--- src/rtl/irq_sel_pkg.sv ---
// Package: shared constants for the interrupt selector.
// Holds the privilege codes, the first platform-specific bit position
// and the standard priority ranking (highest first).
package irq_sel_pkg;
    localparam logic [1:0] PRIV_U = 2'd0;
    localparam logic [1:0] PRIV_S = 2'd1;
    localparam logic [1:0] PRIV_M = 2'd3;

    // First bit above the machine external interrupt
    localparam int unsigned CUSTOM_BASE = 12;

    // Standard ranking, highest priority first
    localparam int unsigned STD_COUNT = 9;
    localparam int unsigned STD_RANK [STD_COUNT] = '{11, 3, 7, 9, 1, 5, 10, 2, 6};
endpackage

--- src/rtl/irq_tier_gate.sv ---
// Module: irq_tier_gate
// Applies the three privilege tiers in sequence and returns the candidate
// bits of the first tier that has any. Purely combinational.
// Assumes priv_i uses U=0, S=1, M=3. Code 2 is treated as below M and above S.
module irq_tier_gate
    import irq_sel_pkg::*;
#(
    parameter int XLEN = 64
) (
    input  logic [XLEN-1:0] pend_i,
    input  logic [1:0]      priv_i,
    input  logic            virt_i,
    input  logic            mie_i,
    input  logic            sie_i,
    input  logic [XLEN-1:0] mdeleg_i,
    input  logic [XLEN-1:0] hdeleg_i,
    output logic [XLEN-1:0] cand_o
);
    logic            m_en, hs_en, vs_en;
    logic [XLEN-1:0] m_cand, hs_cand, vs_cand;

    // Global-enable rule for each tier
    always_comb begin
        m_en  = (priv_i != PRIV_M) || mie_i;
        vs_en = (priv_i == PRIV_U) || ((priv_i == PRIV_S) && sie_i);
        hs_en = virt_i || vs_en;
    end

    // Candidate sets per tier
    always_comb begin
        m_cand  = pend_i & ~mdeleg_i & {XLEN{m_en}};
        hs_cand = pend_i & mdeleg_i & ~hdeleg_i & {XLEN{hs_en}};
        vs_cand = pend_i & hdeleg_i & {XLEN{vs_en && virt_i}};
    end

    // Take the first tier that has any candidate
    always_comb begin
        if (|m_cand)       cand_o = m_cand;
        else if (|hs_cand) cand_o = hs_cand;
        else               cand_o = vs_cand;
    end
endmodule

--- src/rtl/irq_prio_pick.sv ---
// Module: irq_prio_pick
// Picks one bit index from a candidate vector. Platform bits (CUSTOM_BASE
// and up) win, lowest first. After them comes the fixed standard ranking.
// Bits outside both sets are ignored. Purely combinational.
module irq_prio_pick
    import irq_sel_pkg::*;
#(
    parameter int XLEN = 64,
    localparam int IW  = $clog2(XLEN)
) (
    input  logic [XLEN-1:0] cand_i,
    output logic            found_o,
    output logic [IW-1:0]   idx_o
);
    logic          cust_hit, std_hit;
    logic [IW-1:0] cust_idx, std_idx;

    // Lowest platform bit: scan downwards so the last match is the lowest
    always_comb begin
        cust_hit = 1'b0;
        cust_idx = '0;
        for (int i = XLEN - 1; i >= int'(CUSTOM_BASE); i--) begin
            if (cand_i[i]) begin
                cust_hit = 1'b1;
                cust_idx = IW'(i);
            end
        end
    end

    // Standard ranking: scan from the lowest rank so the highest rank wins
    always_comb begin
        std_hit = 1'b0;
        std_idx = '0;
        for (int r = int'(STD_COUNT) - 1; r >= 0; r--) begin
            if (cand_i[STD_RANK[r]]) begin
                std_hit = 1'b1;
                std_idx = IW'(STD_RANK[r]);
            end
        end
    end

    // Merge the two classes: platform bits first
    always_comb begin
        found_o = cust_hit || std_hit;
        idx_o   = cust_hit ? cust_idx : std_idx;
    end
endmodule

--- src/rtl/irq_arbiter.sv ---
// Module: irq_arbiter (top)
// Selects the interrupt to take from pending bits, privilege state and
// delegation masks, and registers the take strobe and cause value.
// Assumes XLEN is 32 or 64. Reset is synchronous and active low.
module irq_arbiter
    import irq_sel_pkg::*;
#(
    parameter int XLEN = 64,
    localparam int IW  = $clog2(XLEN)
) (
    input  logic            clk,
    input  logic            rst_n,
    input  logic [XLEN-1:0] pend_i,
    input  logic [1:0]      priv_i,
    input  logic            virt_i,
    input  logic            dbg_i,
    input  logic            mie_i,
    input  logic            sie_i,
    input  logic [XLEN-1:0] mdeleg_i,
    input  logic [XLEN-1:0] hdeleg_i,
    output logic            take_o,
    output logic [XLEN-1:0] cause_o
);
    logic [XLEN-1:0] cand;
    logic            found;
    logic [IW-1:0]   idx;
    logic            take_d;
    logic [XLEN-1:0] cause_d;

    irq_tier_gate #(.XLEN(XLEN)) i_gate (
        .pend_i   (pend_i),
        .priv_i   (priv_i),
        .virt_i   (virt_i),
        .mie_i    (mie_i),
        .sie_i    (sie_i),
        .mdeleg_i (mdeleg_i),
        .hdeleg_i (hdeleg_i),
        .cand_o   (cand)
    );

    irq_prio_pick #(.XLEN(XLEN)) i_pick (
        .cand_i  (cand),
        .found_o (found),
        .idx_o   (idx)
    );

    // Debug mode blocks the take; build the cause word from the index
    always_comb begin
        take_d  = found && !dbg_i;
        cause_d = '0;
        if (take_d) begin
            cause_d[XLEN-1] = 1'b1;
            cause_d[IW-1:0] = idx;
        end
    end

    // Output register with synchronous reset
    always_ff @(posedge clk) begin
        if (!rst_n) begin
            take_o  <= 1'b0;
            cause_o <= '0;
        end else begin
            take_o  <= take_d;
            cause_o <= cause_d;
        end
    end
endmodule

--- config.mk ---
export PLATFORM = sky130hd
export DESIGN_NAME = irq_arbiter
export DESIGN_NICKNAME = d
export VERILOG_FILES = /design/src/rtl/irq_sel_pkg.sv /design/src/rtl/irq_tier_gate.sv /design/src/rtl/irq_prio_pick.sv /design/src/rtl/irq_arbiter.sv
export SDC_FILE = /design/constraint.sdc
export NUM_CORES = 1
export LEC_CHECK = 0
export ABC_CLOCK_PERIOD_IN_PS = 4900
export BUFFER_PORTS_ARGS = -buffer_cell sky130_fd_sc_hd__buf_2
export CORE_MARGIN = 4
export CORE_UTILIZATION = 52
export CTS_CLUSTER_DIAMETER = 120
export CTS_CLUSTER_SIZE = 12
export DETAILED_ROUTE_END_ITERATION = 10
export GPL_ROUTABILITY_DRIVEN = 1
export PLACE_DENSITY = 0.9
export SLEW_MARGIN = 20
export SYNTH_ARGS = -nofsm -noshare
export SYNTH_HDL_FRONTEND = slang
export SYNTH_SLANG_ARGS = --single-unit
--- constraint.sdc ---
create_clock -name clk -period 4.9 [get_ports clk]
set_input_delay 0.245 -clock clk [delete_from_list [all_inputs] [get_ports clk]]
set_output_delay 0.245 -clock clk [all_outputs]
set_load 0.01 [all_outputs]
Yosys cells after proc, flatten, opt, wreduce, memory -nomap -nowiden
Cells that the tools add are included. Widths: inputs -> output; s select.

Flip-flop bits (word level): 65. Input port bits: 200. Output and inout bits: 65. Word-level logic and storage cells: 153.

Eq/ne operators: 2. Muxes and demuxes: 126. Bitwise operators: 9. Reduce and logical (&&, ||, !) cells: 12.

Operators with widths (number): $and 64x64->64 (7); $mux 6 (53); $mux 64 (2); $not 64->64 (2); $reduce_or 64->1 (2); $mux 1 (62); $mux 4 (7); $mux 3 (2); $logic_or 1x1->1 (4); $logic_and 1x1->1 (3); $eq 2x1->1 const B (1); $logic_not 2->1 (1); $ne 2x2->1 const B (1); $reduce_and 2->1 (1); $logic_not 1->1 (1).

Logic depth before layout (Yosys ltp)
Gate-level depths: netlist of the first run.

Depth after elaboration: 63. Gate-level depth with buffers: 14. Depth with buffers taken out: 11.

By module
A second synthesis of the first run with hierarchy kept.

Cells, all modules: 709. Area total of the unflattened synthesis: 4718.3 um2.

Modules (own cells, without submodules): irq_tier_gate (instances 1, cells each 504, area each 3249.4 um2); irq_prio_pick (instances 1, cells each 132, area each 819.5 um2); irq_arbiter (instances 1, cells each 73, area each 649.4 um2).

Least setup slack after synthesis of the first run
Ideal clock, no wire load.

Path kind: input port to flip-flop. Start: in pend_i[41]. End: reg cause_o[2]. Data arrival time: 3.186 ns. Required time: 4.826 ns. Path slack: 1.640 ns. Stages on the path: 12. Buffers on the path: 1. Cells stage by stage: nor2b_1 or4_4 nor4_4 nand4_4 o21ai_4 buf_4 mux2i_1 nand4_1 nor2_1 nand3_1 or4_1 a31oi_1.

Cells in the longest elaborated chain, start to end: 61.

Ends and longest elaborated chain: start, declared (RTL line irq_arbiter.sv:13) `input logic [XLEN-1:0] pend_i,`; $and 64x64->64 (3 in series) (RTL line irq_tier_gate.sv:32) `hs_cand = pend_i & mdeleg_i & ~hdeleg_i & {XLEN{hs_en}};`; $reduce_or 64->1 (RTL line irq_tier_gate.sv:39) `else if (|hs_cand) cand_o = hs_cand;`; $mux 64 (RTL line irq_tier_gate.sv:39); $mux 64 * (RTL line irq_tier_gate.sv:38) `if (|m_cand) cand_o = m_cand;`; $mux 1 (52 in series) (RTL line irq_prio_pick.sv:23) `if (cand_i[i]) begin`; $logic_or 1x1->1 (RTL line irq_prio_pick.sv:44) `found_o = cust_hit || std_hit;`; $logic_and 1x1->1 (RTL line irq_arbiter.sv:49) `take_d = found && !dbg_i;`; $reduce_and 2->1 (no source line); end signal, assigned (RTL line irq_arbiter.sv:64) `cause_o <= cause_d;`; end, declared (RTL line irq_arbiter.sv:22) `output logic [XLEN-1:0] cause_o`.

Mark *: on every way between the ends. The rest lies on a longest branch, timed or not. A chain may end at the register's enable or synchronous reset.

Worst setup path in the final report of the first run
Start: in pend_i[54]. End: reg cause_o[3].

Same word-level chain as after synthesis.

==> results of run 1 <==
report_power, final:
group	switching, mW	total (mW)	leakage, nW	internal (mW)
Clock	0.0269	0.0833	0.0228	0.0564
Combinational	0.340	0.551	2.73	0.211
Sequential	0.00140	0.0622	0.0575	0.0608
Total	0.369	0.697	2.81	0.328
layout make-up:
cell class,count,area share
multi-input combinational,673,0.708
inverter,59,0.0358
timing repair buffer,232,0.200
sequential,7,0.0227
tap,129,0.0261
clock buffer,4,0.00729
logic make-up after synthesis:
family | count (synthesis) | share of synthesized area
AND/OR/NAND/NOR | 353 | 0.398
AO/OA/AOI/OAI | 261 | 0.410
buffers and inverters | 154 | 0.160
flip-flops | 7 | 0.0274
multiplexers | 2 | 0.00416
other | 1 | 0.000733
per-stage QoR:
stage / area [µm²] / std cells / util
4_1_cts: 6180 / 1104 / 0.656
2_1_floorplan: 5330 / 834 / -
5_1_grt: 6180 / 1104 / 0.656
3_3_place_gp: 6140 / 1100 / 0.652
3_5_place_dp: 6140 / 1100 / 0.652
6_report: 6180 / 1104 / 0.656
placed cells by master, fill, tap and decap left out, types with 5 or more instances in the layout:
cell type and instances:
conb_1 57, o21ai_0 20, nand3b_1 51, buf_2 207
nor2_1 58, a32oi_1 7, a21oi_1 20, o221a_2 5
inv_1 59, o41a_1 7, a22o_1 7, o41ai_1 11
o31ai_1 11, a32o_1 5, o211ai_1 14, nand2_1 49
and3_1 10, nor3b_1 10, o22ai_1 12, a31o_2 7
o2bb2ai_1 7, nand4_1 22, nand2b_1 50, a221o_1 6
nor4_1 22, o221ai_1 15, a31oi_1 15, nand3_1 18
nor2b_1 24, a311o_1 6, dfxtp_1 7, a22oi_1 6
nor3_1 12, a211oi_1 5, a211o_1 7, a21o_1 6
and2_1 9, o2111ai_1 21, buf_4 24
per-layer routing:
layer  routed length [µm]  GRT usage  part of all wire
met1                 8870      0.520              0.34
met3                 4120      0.111              0.16
met2                11300      0.673              0.43
met4                 1720      0.233             0.066
met5                    0          0                 0
final timing paths:
check	start	endpoint
worst max-delay path	pend_i[54]	cause_o[3]
worst min-delay path	dbg_i	cause_o[5]
==> run summary, run 1 <==
OUTCOME
----------------------------------------------------------------------------------------
Result of the run                                                           finished clean

TIMING
----------------------------------------------------------------------------------------
Final number of max-transition violations                                              0
Worst relative slew slack                                                          0.338
Share of the cycle needed by the critical path after routing                       0.801
Timing-limited maximum frequency                                               0.255 GHz
Tmin final                                                                       3.92 ns
Count of final setup violators                                                         0
Unrepaired setup endpoints after global routing                                    false
Sum Neg Setup Slack                                                                 0 ns
Final WS setup                                                                  0.976 ns
Min Hold Slack                                                                  0.346 ns
Final Hold Violating Endpoints                                                         0
Slew at the pin with the worst max-slew slack                                   0.993 ns

ROUTE
----------------------------------------------------------------------------------------
Number of remaining DRC errors                                                         0
Count of routing violations after the opening detailed-route iteration              1238
Drt wl/cell                                                                      23.6 µm
Initial DRT Pass Iterations                                                            8
Residual antenna-violating net count after detailed routing                            0
Total Routed Length                                                              26.0 mm
Per-cell via count in the routed design                                             6.98
Total number of vias                                                                7704

CRITICAL PATH
----------------------------------------------------------------------------------------
CP Max Fanout                                                                         11
Category of cells accounting for the largest share of critical-path delay   simple AND/OR/NAND/NOR gates
Startpoint-to-endpoint class of the critical path                           input pin to flip-flop
Critical Path, Cell by Cell                                                 buf_2 > nor2b_1 > or4_4 > nor4_4 > nand4_4 > o21ai_4 > mux2i_1 > nand4_1 > nor2_1 > nand3_1 > o41ai_2 > nor3_1
Highest cell delay on the worst timing path                                      0.60 ns
Slowest library cell on the worst path                                           o41ai_2
Crit path arrival time                                                           4.02 ns
Kind of capture point of the worst setup path                                  flip-flop
Worst Setup Start Kind                                                         input pin
Data required time of the worst path                                             4.99 ns
Number of logic stages on the critical path including buffering                       12
Critical path buffers and inverters                                                    1

CLOCKING
----------------------------------------------------------------------------------------
TritonCTS buffer count                                                                 3
# resized after CTS                                                                    0
Number of H-tree levels                                                                1
Maximum count of clock buffers along a single path                                     2
Clock slew seen by the registers of the worst setup and hold paths               0.04 ns
Clk sinks                                                                              7
Clock tree from TritonCTS                                                           done
Setup Fix Bufs, Post-CTS                                                               0
Hold Buf Count CTS                                                                     0
Root Buffer Master                                                              clkbuf_8

LAYOUT
----------------------------------------------------------------------------------------
Post-layout nets                                                                    1176
Storage cell area                                                                140 µm²
Area taken by multi-input logic gates                                        0.00438 mm²
Layout Area Growth over Synthesis                                                  20.8%
Top flop regs                                                                 cause_o x7
Diode insertion count for antenna repair                                               0
Reg with most FFs                                                                cause_o
Largest register FFs                                                                   7
Ratio of cells with drive above 1 in the final layout                              0.268
Fill cells                                                                           896

SYNTHESIS
----------------------------------------------------------------------------------------
Dominant cell type by area after synthesis                                         buf_4
Post-Synthesis Cells                                                                 778
Leading post-synthesis cells by instance count                              60 x buf_4, 59 x inv_1, 58 x nor2_1
Avg Synthesized Cell Area                                                       6.58 µm²
Netlist area before placement                                                0.00512 mm²
Top-count cell post-synth                                                          buf_4
Post-synth EDFFs                                                                       0
Share of the synthesized area in the top cell type                                0.0880
Netlist cell types                                                                    78
Commonest register cell after synthesis                                          dfxtp_1
Cell types occupying the most area after synthesis                          buf_4 8.8%, nand3b_1 7.5%, nand2b_1 6.1%
Share of async-settable or async-resettable flops after synthesis                      0
Sequential share of the synthesized area                                          0.0274
Total number of yosys warnings                                                         0
Flip-flop and latch count after synthesis                                              7

FLOORPLANNING
----------------------------------------------------------------------------------------
Std cell rows                                                                         35
I/O Pins                                                                             265
Height of the die                                                                 107 µm
Die boundary width                                                                107 µm
Die Footprint                                                                 0.0115 mm²
Starting density of the core                                                       0.543
Core footprint                                                               0.00942 mm²

GLOBAL ROUTING
----------------------------------------------------------------------------------------
Wire length of the first global-routing pass                                     38.3 mm
Number of global-route vias before repair                                           6970
Total GRT Usage                                                                    0.425
Maximum number of pins on one net before global-route repair                          45
Grt total ovfl                                                                         0
Initial antenna violation count                                                        0

PWR
----------------------------------------------------------------------------------------
Leak                                                                             2.81 nW
Power density normalized to cell area                                         113 mW/mm²
Total power consumption of the routed design                                    0.697 mW
Worst vdd rail ir drop                                                       0.0000603 V

JOB
----------------------------------------------------------------------------------------
Max_cap viols                                                                          0

PLACE
----------------------------------------------------------------------------------------
Final GP Congestion                                                                 1.11
Worst slack at placement                                                        0.887 ns
Port-buffer cells                                                                    207
Detailed Place HPWL                                                              21.2 mm

HOLD PATH
----------------------------------------------------------------------------------------
Worst hold stages                                                                      4
HP Class                                                                    input pin to flip-flop

Power figures use the tool's default switching activity.
==> run 2, diff against run 1 <==
--- a/config.mk
+++ b/config.mk
@@ -5,15 +5,15 @@
 export SDC_FILE = /design/constraint.sdc
 export NUM_CORES = 1
 export LEC_CHECK = 0
-export ABC_CLOCK_PERIOD_IN_PS = 4900
+export ABC_CLOCK_PERIOD_IN_PS = 4000
 export BUFFER_PORTS_ARGS = -buffer_cell sky130_fd_sc_hd__buf_2
 export CORE_MARGIN = 4
-export CORE_UTILIZATION = 52
+export CORE_UTILIZATION = 48
 export CTS_CLUSTER_DIAMETER = 120
 export CTS_CLUSTER_SIZE = 12
 export DETAILED_ROUTE_END_ITERATION = 10
 export GPL_ROUTABILITY_DRIVEN = 1
-export PLACE_DENSITY = 0.9
+export PLACE_DENSITY = 0.84
 export SLEW_MARGIN = 20
 export SYNTH_ARGS = -nofsm -noshare
 export SYNTH_HDL_FRONTEND = slang
==> constraint.sdc (replaced) <==
create_clock -name clk -period 4 [get_ports clk]
set_input_delay 0.2 -clock clk [delete_from_list [all_inputs] [get_ports clk]]
set_output_delay 0.2 -clock clk [all_outputs]
set_load 0.01 [all_outputs]
==> run 2 against run 1 <==
  * Critical endpoint is now cause_o[2]
  * Critical path type unchanged
  * Clock power increased by 24%
  * Largest cell class unchanged
  * Final cell count up 3.1%
  * Highest routed layer is now met5
  * Power increased by 26%
  * Non-clock buffer count grew 27
==> run summary, run 2 (same netlist as run 1, synthesis figures left out) <==
OUTCOME
----------------------------------------------------------------------------------------
Result of the run                                                           finished clean

TIMING
----------------------------------------------------------------------------------------
Min Hold Slack                                                                  0.296 ns
Share of the cycle needed by the critical path after routing                       0.938
Slew at the pin with the worst max-slew slack                                   0.791 ns
Final number of max-transition violations                                              0
Timing-limited maximum frequency                                               0.267 GHz
Unrepaired setup endpoints after global routing                                    false
Tmin final                                                                       3.75 ns
Sum Neg Setup Slack                                                                 0 ns
Worst relative slew slack                                                          0.468
Count of final setup violators                                                         0
Final Hold Violating Endpoints                                                         0

FLOORPLANNING
----------------------------------------------------------------------------------------
Core footprint                                                                0.0104 mm²
I/O Pins                                                                             265
Starting density of the core                                                       0.493
Die boundary width                                                                111 µm
Height of the die                                                                 111 µm
Std cell rows                                                                         37
Die Footprint                                                                 0.0124 mm²

LAYOUT
----------------------------------------------------------------------------------------
Post-layout nets                                                                    1203
Layout Cells excl Fill                                                              1138
Ratio of cells with drive above 1 in the final layout                              0.287
Commonest non-fill, non-tap cells in the layout                             207 x buf_2, 59 x inv_1, 58 x nor2_1
Layout Area Growth over Synthesis                                                  25.2%
Top flop regs                                                                 cause_o x7
Leading cell type in the layout, fill and taps excluded                            buf_2
Reg with most FFs                                                                cause_o
Diode insertion count for antenna repair                                               0
Largest register FFs                                                                   7
Final instance area                                                          0.00640 mm²

PLACE
----------------------------------------------------------------------------------------
Detailed Place HPWL                                                              22.0 mm
Number of cells in the design after placement                                       1134
Post-Place Cell Area                                                         0.00636 mm²
Port-buffer cells                                                                    207
Final GP Congestion                                                                 1.12

CLOCKING
----------------------------------------------------------------------------------------
TritonCTS buffer count                                                                 3
# resized after CTS                                                                    0
Hold Buf Count CTS                                                                     0
Clock slew seen by the registers of the worst setup and hold paths               0.04 ns
Number of H-tree levels                                                                1
Setup Fix Bufs, Post-CTS                                                               0
Root Buffer Master                                                              clkbuf_8
Clk sinks                                                                              7
Clock tree from TritonCTS                                                           done
Maximum count of clock buffers along a single path                                     2

GLOBAL ROUTING
----------------------------------------------------------------------------------------
Initial antenna violation count                                                        1
Total GRT Usage                                                                    0.397
Number of global-route vias before repair                                           7157
Maximum number of pins on one net before global-route repair                          45
Grt total ovfl                                                                         0
Wire length of the first global-routing pass                                     39.7 mm

ROUTE
----------------------------------------------------------------------------------------
Drt wl/cell                                                                      23.3 µm
Initial DRT Pass Iterations                                                            6
Per-cell via count in the routed design                                             6.80
Total number of vias                                                                7734
Number of remaining DRC errors                                                         0
Total Routed Length                                                              26.5 mm
Count of routing violations after the opening detailed-route iteration               981
Residual antenna-violating net count after detailed routing                            0

CRITICAL PATH
----------------------------------------------------------------------------------------
Highest cell delay on the worst timing path                                      0.77 ns
Slowest library cell on the worst path                                            nor4_1
Kind of capture point of the worst setup path                                  flip-flop
Startpoint-to-endpoint class of the critical path                           input pin to flip-flop
Category of cells accounting for the largest share of critical-path delay   simple AND/OR/NAND/NOR gates
Worst Setup Start Kind                                                         input pin
Number of logic stages on the critical path including buffering                       13
CP Max Fanout                                                                          7
Critical Path, Cell by Cell                                                 buf_2 > inv_1 > o2111ai_1 > nor4_1 > and4_1 > a21oi_2 > buf_4 > a2111oi_2 > o22ai_1 > nor2_1 > nand3_1 > or4_1 > a31oi_1
Critical path buffers and inverters                                                    3
Crit path arrival time                                                           3.91 ns
Data required time of the worst path                                             4.16 ns

HOLD PATH
----------------------------------------------------------------------------------------
Worst hold stages                                                                      4
HP Class                                                                    input pin to flip-flop

PWR
----------------------------------------------------------------------------------------
Leak                                                                             2.94 nW
Power density normalized to cell area                                         137 mW/mm²
Worst vdd rail ir drop                                                       0.0000781 V

JOB
----------------------------------------------------------------------------------------
Max_cap viols                                                                          0

==> run 2: where the power goes <==
part           internal [mW]  leakage [nW]  switching (mW)
logic                  0.275          2.86           0.419
registers             0.0744        0.0575         0.00198
clock network         0.0692        0.0228          0.0340
==> run 2: path summary, 6_finish.rpt <==
path,from,end,slack (ns)
worst max-delay path,pend_i[40],cause_o[2],0.25
worst min-delay path,dbg_i,cause_o[5],0.30
==> run 2: per-layer routing <==
layer	vias to the layer above	routed length, µm	GRT usage
li1	3378	-	-
met5	-	74	0.0250
met4	4	1730	0.200
met1	3517	9400	0.489
met3	142	3750	0.0977
met2	693	11600	0.637
==> run 2: metrics by stage <==
stage / utilization / setup WS (ns) / power (mW)
detailed placement: 0.613 / 0.207 / 0.740
global route: 0.618 / 0.109 / 0.922
floorplan: - / 0.785 / 0.478
global placement: 0.613 / 0.211 / 0.740
finish: 0.618 / 0.250 / 0.874
CTS: 0.618 / 0.429 / 0.845
==> run 2: final cells by class <==
type | instances | area, µm²
Multi-Input combinational cell | 673 | 4380
Fill cell | 1025 | 3970
Timing Repair Buffer | 259 | 1450
Inverter | 59 | 221
Tap cell | 136 | 170
Sequential cell | 7 | 140
Clock buffer | 4 | 45.0
